### src/rtl/por_pkg.sv
package por_pkg;

  typedef enum logic [1:0] {
    ST_RESET = 2'd0,
    ST_HOLD  = 2'd1,
    ST_DELAY = 2'd2,
    ST_RUN   = 2'd3
  } por_state_e;

  // cycles strictly longer than a given number of nanoseconds
  function automatic int unsigned over_ns_cycles(int unsigned ns, int unsigned mhz);
    return (ns * mhz + 999) / 1000 + 1;
  endfunction

endpackage

### src/rtl/por_sync.sv
module por_sync #(
  parameter int unsigned W       = 1,
  parameter int unsigned STAGES  = 2,
  parameter logic [W-1:0] RST_VAL = '0
) (
  input  logic         clk,
  input  logic         rst,
  input  logic [W-1:0] async_i,
  output logic [W-1:0] sync_o
);

  logic [W-1:0] stage_q [STAGES];

  genvar g;
  generate
    for (g = 0; g < STAGES; g++) begin : g_stage
      always_ff @(posedge clk) begin
        if (rst) begin
          stage_q[g] <= RST_VAL;
        end else begin
          if (g == 0) begin
            stage_q[g] <= async_i;
          end else begin
            stage_q[g] <= stage_q[(g == 0) ? 0 : g-1];
          end
        end
      end
    end
  endgenerate

  assign sync_o = stage_q[STAGES-1];


  sync_delay_chk: assert property (@(posedge clk) disable iff (rst)
    !$past(rst) |-> sync_o == $past(stage_q[(STAGES > 1) ? STAGES-2 : 0]));

endmodule

### src/rtl/por_dip_filter.sv
module por_dip_filter #(
  parameter int unsigned FILT_CYC = 14,
  localparam int unsigned CW = $clog2(FILT_CYC + 1)
) (
  input  logic clk,
  input  logic rst,
  input  logic level_i,
  output logic dip_o
);

  logic [CW-1:0] low_cnt_q;
  logic          dip_q;

  always_ff @(posedge clk) begin
    if (rst) begin
      low_cnt_q <= '0;
      dip_q     <= 1'b0;
    end else if (level_i) begin
      low_cnt_q <= '0;
      dip_q     <= 1'b0;
    end else begin
      if (low_cnt_q != CW'(FILT_CYC)) begin
        low_cnt_q <= low_cnt_q + 1'b1;
      end
      dip_q <= (low_cnt_q >= CW'(FILT_CYC - 1));
    end
  end

  assign dip_o = dip_q;


  dip_needs_low_chk: assert property (@(posedge clk) disable iff (rst)
    dip_o |-> !$past(level_i));


  dip_clear_chk: assert property (@(posedge clk) disable iff (rst)
    level_i |=> !dip_o);

endmodule

### src/rtl/por_timer.sv
module por_timer #(
  parameter int unsigned CW = 17
) (
  input  logic          clk,
  input  logic          rst,
  input  logic          load_i,
  input  logic [CW-1:0] load_val_i,
  input  logic          dec_i,
  output logic          zero_o
);

  logic [CW-1:0] cnt_q;

  always_ff @(posedge clk) begin
    if (rst) begin
      cnt_q <= '0;
    end else if (load_i) begin
      cnt_q <= load_val_i;
    end else if (dec_i && cnt_q != '0) begin
      cnt_q <= cnt_q - 1'b1;
    end
  end

  assign zero_o = (cnt_q == '0);


  dec_step_chk: assert property (@(posedge clk) disable iff (rst)
    (!$past(rst) && !$past(load_i) && $past(dec_i) && $past(cnt_q) != '0)
      |-> cnt_q == $past(cnt_q) - 1'b1);

endmodule

### src/rtl/por_supervisor.sv
module por_supervisor #(
  parameter int unsigned CLK_MHZ = 50,
  parameter int unsigned DIP_NS  = 250,
  parameter int unsigned HOLD_US = 2000,
  parameter int unsigned POST_US = 2000
) (
  input  logic clk,
  input  logic rst,
  input  logic supply_ok_i,
  input  logic osc_stable_i,
  output logic core_rst_o,
  output logic presence_rst_n_o,
  output logic cfg_start_o
);
  import por_pkg::*;

  localparam int unsigned FILT_CYC = over_ns_cycles(DIP_NS, CLK_MHZ);
  localparam int unsigned HOLD_CYC = HOLD_US * CLK_MHZ;
  localparam int unsigned POST_CYC = POST_US * CLK_MHZ;
  localparam int unsigned MAX_CYC  = (HOLD_CYC > POST_CYC) ? HOLD_CYC : POST_CYC;
  localparam int unsigned CNT_W    = $clog2(MAX_CYC + 1);
  localparam logic [CNT_W-1:0] HOLD_LD = CNT_W'(HOLD_CYC - 1);
  localparam logic [CNT_W-1:0] POST_LD = CNT_W'(POST_CYC - 1);

  logic [1:0] raw_in, sync_in;
  logic       sup_s, osc_s, dip;

  assign raw_in = {osc_stable_i, supply_ok_i};

  por_sync #(.W(2), .STAGES(2), .RST_VAL(2'b00)) i_sync (
    .clk     (clk),
    .rst     (rst),
    .async_i (raw_in),
    .sync_o  (sync_in)
  );

  assign sup_s = sync_in[0];
  assign osc_s = sync_in[1];

  por_dip_filter #(.FILT_CYC(FILT_CYC)) i_filt (
    .clk     (clk),
    .rst     (rst),
    .level_i (sup_s),
    .dip_o   (dip)
  );

  por_state_e       st_q, st_d;
  logic             tm_load, tm_dec, tm_zero;
  logic [CNT_W-1:0] tm_val;

  por_timer #(.CW(CNT_W)) i_timer (
    .clk        (clk),
    .rst        (rst),
    .load_i     (tm_load),
    .load_val_i (tm_val),
    .dec_i      (tm_dec),
    .zero_o     (tm_zero)
  );

  logic good;
  assign good = sup_s && osc_s;

  always_comb begin
    st_d    = st_q;
    tm_load = 1'b0;
    tm_val  = HOLD_LD;
    tm_dec  = 1'b0;
    unique case (st_q)
      ST_RESET: begin
        if (sup_s && !dip) begin
          st_d    = ST_HOLD;
          tm_load = 1'b1;
        end
      end
      ST_HOLD: begin
        if (!good) begin
          tm_load = 1'b1;
        end else if (tm_zero) begin
          st_d    = ST_DELAY;
          tm_load = 1'b1;
          tm_val  = POST_LD;
        end else begin
          tm_dec = 1'b1;
        end
      end
      ST_DELAY: begin
        if (tm_zero) begin
          st_d = ST_RUN;
        end else begin
          tm_dec = 1'b1;
        end
      end
      ST_RUN: begin
        st_d = ST_RUN;
      end
      default: st_d = ST_RESET;
    endcase
    if (dip) begin
      st_d = ST_RESET;
    end
  end

  logic core_rst_q, pres_q, cfg_q;

  always_ff @(posedge clk) begin
    if (rst) begin
      st_q       <= ST_RESET;
      core_rst_q <= 1'b1;
      pres_q     <= 1'b0;
      cfg_q      <= 1'b0;
    end else begin
      st_q       <= st_d;
      core_rst_q <= (st_d != ST_RUN);
      pres_q     <= (st_d == ST_DELAY) || (st_d == ST_RUN);
      cfg_q      <= (st_q == ST_DELAY) && (st_d == ST_RUN);
    end
  end

  assign core_rst_o       = core_rst_q;
  assign presence_rst_n_o = pres_q;
  assign cfg_start_o      = cfg_q;


  presence_gate_chk: assert property (@(posedge clk) disable iff (rst)
    !presence_rst_n_o |-> core_rst_o);


  cfg_pulse_chk: assert property (@(posedge clk) disable iff (rst)
    cfg_start_o |=> !cfg_start_o);


  cfg_align_chk: assert property (@(posedge clk) disable iff (rst)
    cfg_start_o |-> (!core_rst_o && $past(core_rst_o)));


  release_osc_chk: assert property (@(posedge clk) disable iff (rst)
    $rose(presence_rst_n_o) |-> $past(osc_s));


  release_supply_chk: assert property (@(posedge clk) disable iff (rst)
    $rose(presence_rst_n_o) |-> $past(sup_s));


  dip_entry_chk: assert property (@(posedge clk) disable iff (rst)
    dip |=> !presence_rst_n_o);


  hold_low_chk: assert property (@(posedge clk) disable iff (rst)
    (!sup_s && !presence_rst_n_o) |=> !presence_rst_n_o);

endmodule

### config.mk
export PLATFORM = sky130hd
export DESIGN_NAME = por_supervisor
export DESIGN_NICKNAME = d
export VERILOG_FILES = /design/src/rtl/por_pkg.sv /design/src/rtl/por_sync.sv /design/src/rtl/por_dip_filter.sv /design/src/rtl/por_timer.sv /design/src/rtl/por_supervisor.sv
export SDC_FILE = /design/constraint.sdc
export NUM_CORES = 1
export LEC_CHECK = 0
export ABC_AREA = 0
export BUFFER_PORTS_ARGS = -buffer_cell sky130_fd_sc_hd__buf_2
export CAP_MARGIN = 20
export CELL_PAD_IN_SITES_DETAIL_PLACEMENT = 0
export CELL_PAD_IN_SITES_GLOBAL_PLACEMENT = 1
export CORE_UTILIZATION = 45
export DETAILED_ROUTE_END_ITERATION = 7
export PLACE_DENSITY_LB_ADDON = 0.1
export REMOVE_ABC_BUFFERS = 1
export SETUP_SLACK_MARGIN = 0.1
export SYNTH_ARGS = -nofsm -noshare
export SYNTH_HDL_FRONTEND = slang
export SYNTH_HIERARCHICAL = 1
export SYNTH_SLANG_ARGS = --single-unit
### constraint.sdc
create_clock -name clk -period 6 [get_ports clk]
set_clock_uncertainty 0.15 [all_clocks]
set_input_delay 0.3 -clock clk [delete_from_list [all_inputs] [get_ports clk]]
set_output_delay 0.3 -clock clk [all_outputs]
set_load 0.1 [all_outputs]
==> impl_metrics.json <==
{
  "floorplan.io_pins": 7,
  "sw_power_mw": 0.456,
  "ys_ff_latch": 31,
  "postSynthAreaPerCell_um2": 8.75,
  "area_of_the_placeable_core_um2": 3800,
  "cp_cell_sequence": "or4_4 > or3_1 > nor3_1 > o21ai_0 > o21ai_1 > buf_4 > clkinv_1 > o31a_1 > a221oi_1",
  "post-route-drc-count": 0,
  "report.final.setup_viol": 0,
  "syn2layout_area_growth_pct": 10.7,
  "post_route_cells_drive_above_1_share_pct": 11.7,
  "netlist-cell-type-count": 56,
  "routedWlPerCell_um": 14.4,
  "gp_congestion": 0.920,
  "post-dp-hpwl_um": 2820,
  "postCtsHoldBufs": 0,
  "initial_utilization_pct": 48.6,
  "maxCapViolations": 0,
  "via_per_inst": 5.81,
  "antenna_found_initial": 0,
  "final-instance-count-excl-fill": 279,
  "postCtsResizedCells": 0,
  "cts_sinks": 31,
  "clkTransAtPathRegs_ps": 60,
  "leakagePower_nw": 0.775,
  "floorplan.die.height_um": 66.0,
  "violation_count_after_the_first_detailed_routing_iteration": 40,
  "final-max-slew-violation-count": 0,
  "totalWireLength_um": 4020,
  "hp-class": "primary input to register",
  "cts_tree": "built",
  "power.share.switching_pct": 46.6,
  "syn_area_um2": 1850,
  "worst_ep_arrival_time_ps": 3720,
  "path_class": "register to register",
  "comb_power_share_pct": 49.4,
  "status": "finished clean",
  "post_cts.repair.setup_buffers": 0,
  "timing.critical_path.required_ps": 6030,
  "async_reset_ff_share_pct": 0,
  "synth_sequential_area_ratio_pct": 33.6,
  "final_cell_mix": "dfxtp_1 (31), conb_1 (17), nor2_1 (16)",
  "cts-htree-levels": 2,
  "final.hold.worst_slack_ps": 88.1,
  "worst-path-max-fanout": 20,
  "grtUsageTotal_pct": 20.7,
  "row_count": 22,
  "timing.setup.tns_ps": 0,
  "antenna-diode-count": 0,
  "grt_first_pass_wirelength_um": 6930,
  "final_global_route_overflow_total": 0,
  "seqPwrFrac_pct": 34.7,
  "fmax_ghz": 0.271,
  "numCtsBuffers": 5,
  "count_of_tritonroute_iterations_in_the_first_routing_pass": 4,
  "grt_max_degree": 31,
  "setup_repair_after_global_routing_missed_its_margin": "no",
  "finalCritPeriodShare_pct": 61.5,
  "startpoint_type_of_the_worst_setup_path": "register",
  "portBuffers": 6,
  "fin_nets": 244,
  "fin_ws_ps": 2310,
  "relSlewSlack_pct": 49.0,
  "dieArea_um2": 4360,
  "cts_max_path_buffers": 2,
  "worst_supply_voltage_drop_on_vdd_uv": 196,
  "critical-path-slowest-cell": "or4_4",
  "hold_viol": 0,
  "ys_dominant_reg_cell": "dfxtp_1",
  "layout_min_cycle_time_ps": 3690,
  "clockRootBuffer": "clkbuf_8",
  "clock_power_share_pct": 15.9,
  "final_core_util_pct": 53.8,
  "routed-via-count": 1622,
  "synth_cells": 211,
  "count_of_yosys_warnings_during_synthesis": 6,
  "synth_enable_flop_cells": 0,
  "slowest_delay_ps": 580,
  "grt_pass1_vias": 1530,
  "post-place-cells": 271,
  "internal_power_mw": 0.523,
  "die_w_um": 66.0,
  "dpl_worst_slack_ps": 2310,
  "worst_pin_slew_ps": 763,
  "ant_nets": 0,
  "clkLatencyLatePin_ps": 280,
  "endpoint_kind": "register",
  "power-per-cell-area_nw_per_um2": 479,
  "final_common_cell": "dfxtp_1"
}
power groups by stage:
stage | Sequential (mW) | Clock [mW] | Combinational (mW)
3_5_place_dp | 0.341 | 0 | 0.476
6_report | 0.339 | 0.156 | 0.484
3_3_place_gp | 0.341 | 0 | 0.473
4_1_cts | 0.338 | 0.162 | 0.480
5_1_grt | 0.349 | 0.170 | 0.531
2_1_floorplan | 0.364 | 0 | 0.342
final cells by class:
type                    instances  area, um2
clock buffers                   7       76.3
clock inverters                 1       5.00
fillers                       375       1760
inverters                      16       60.1
multi-input cells             169       1180
flip-flops and latches         31        621
well taps                      48       60.1
repair buffers                  7       37.5
through the flow:
step / total power [mW] / area [um2]
2_1_floorplan: 0.706 / 1860
3_3_place_gp: 0.814 / 1960
3_5_place_dp: 0.817 / 1960
4_1_cts: 0.979 / 2040
5_1_grt: 1.05 / 2040
6_report: 0.979 / 2040
path summary, 6_finish.rpt:
check | from | to | slack [ps] | depth (start not counted)
worst max-delay path | i_timer/cnt_q[8] | i_timer/cnt_q[5] | 2310 | 9
worst min-delay path | supply_ok_i | i_sync/stage_q[0][0] | 90 | 2
worst max register to register | i_timer/cnt_q[8] | i_timer/cnt_q[5] | 2310 | 9
worst min register to register | i_sync/stage_q[0][1] | i_sync/stage_q[1][1] | 280 | 1
cell usage after synthesis (3+ instances only):
cell | instances | area [um2]
a311oi_1 | 8 | 70.1
ha_1 | 10 | 125
clkbuf_1 | 9 | 33.8
nand3_1 | 3 | 15.0
or4_1 | 3 | 22.5
nor2_1 | 16 | 60.1
or3_1 | 6 | 37.5
nor2b_1 | 5 | 31.3
inv_1 | 15 | 56.3
nor4_1 | 6 | 37.5
o31ai_1 | 7 | 52.6
a211oi_1 | 3 | 22.5
nand4_1 | 4 | 25.0
a221oi_1 | 5 | 43.8
nor3b_1 | 4 | 30.0
nand2_1 | 8 | 30.0
dfxtp_1 | 31 | 621
nand4b_1 | 3 | 26.3
a21oi_1 | 10 | 50.1
a31oi_1 | 3 | 18.8
o21ai_0 | 5 | 25.0
nor3_1 | 7 | 35.0
critical path, delay by kind of cell (launching register included):
| family | cells | cell delay (ps) |
|---|---|---|
| compound gates | 4 | 790 |
| buf+inv | 2 | 730 |
| flops | 1 | 360 |
| simple gates | 3 | 1560 |
metal layers:
metal | GRT usage (%) | wire, um | up-vias
met5 | 0 | 0 | -
met3 | 4.83 | 97 | 6
met4 | 8.24 | 59 | 0
li1 | - | - | 826
met2 | 36.7 | 1960 | 15
met1 | 23.7 | 1900 | 775
state kept, by name (all words and copies together), names as in the netlist:
signal and flops:
cfg_start_o 1, core_rst_o 1, i_filt/dip_o 1, i_filt/low_cnt_q 4
i_sync/stage_q 4, i_timer/cnt_q 17, presence_rst_n_o 1, st_q 2
cell families (layout without fill, tap and decap cells):
group,count (synthesis),count (layout),share of synthesized area (%)
AND/OR/NAND/NOR,83,83,27.8
adder cells (fa/ha/maj),10,10,6.78
flip-flops,31,31,33.6
other,2,17,0.407
buffers and inverters,26,31,5.29
multiplexers,1,1,0.610
AO/OA/AOI/OAI,58,58,25.5
No activity file was read; power rests on OpenSTA's default activity.
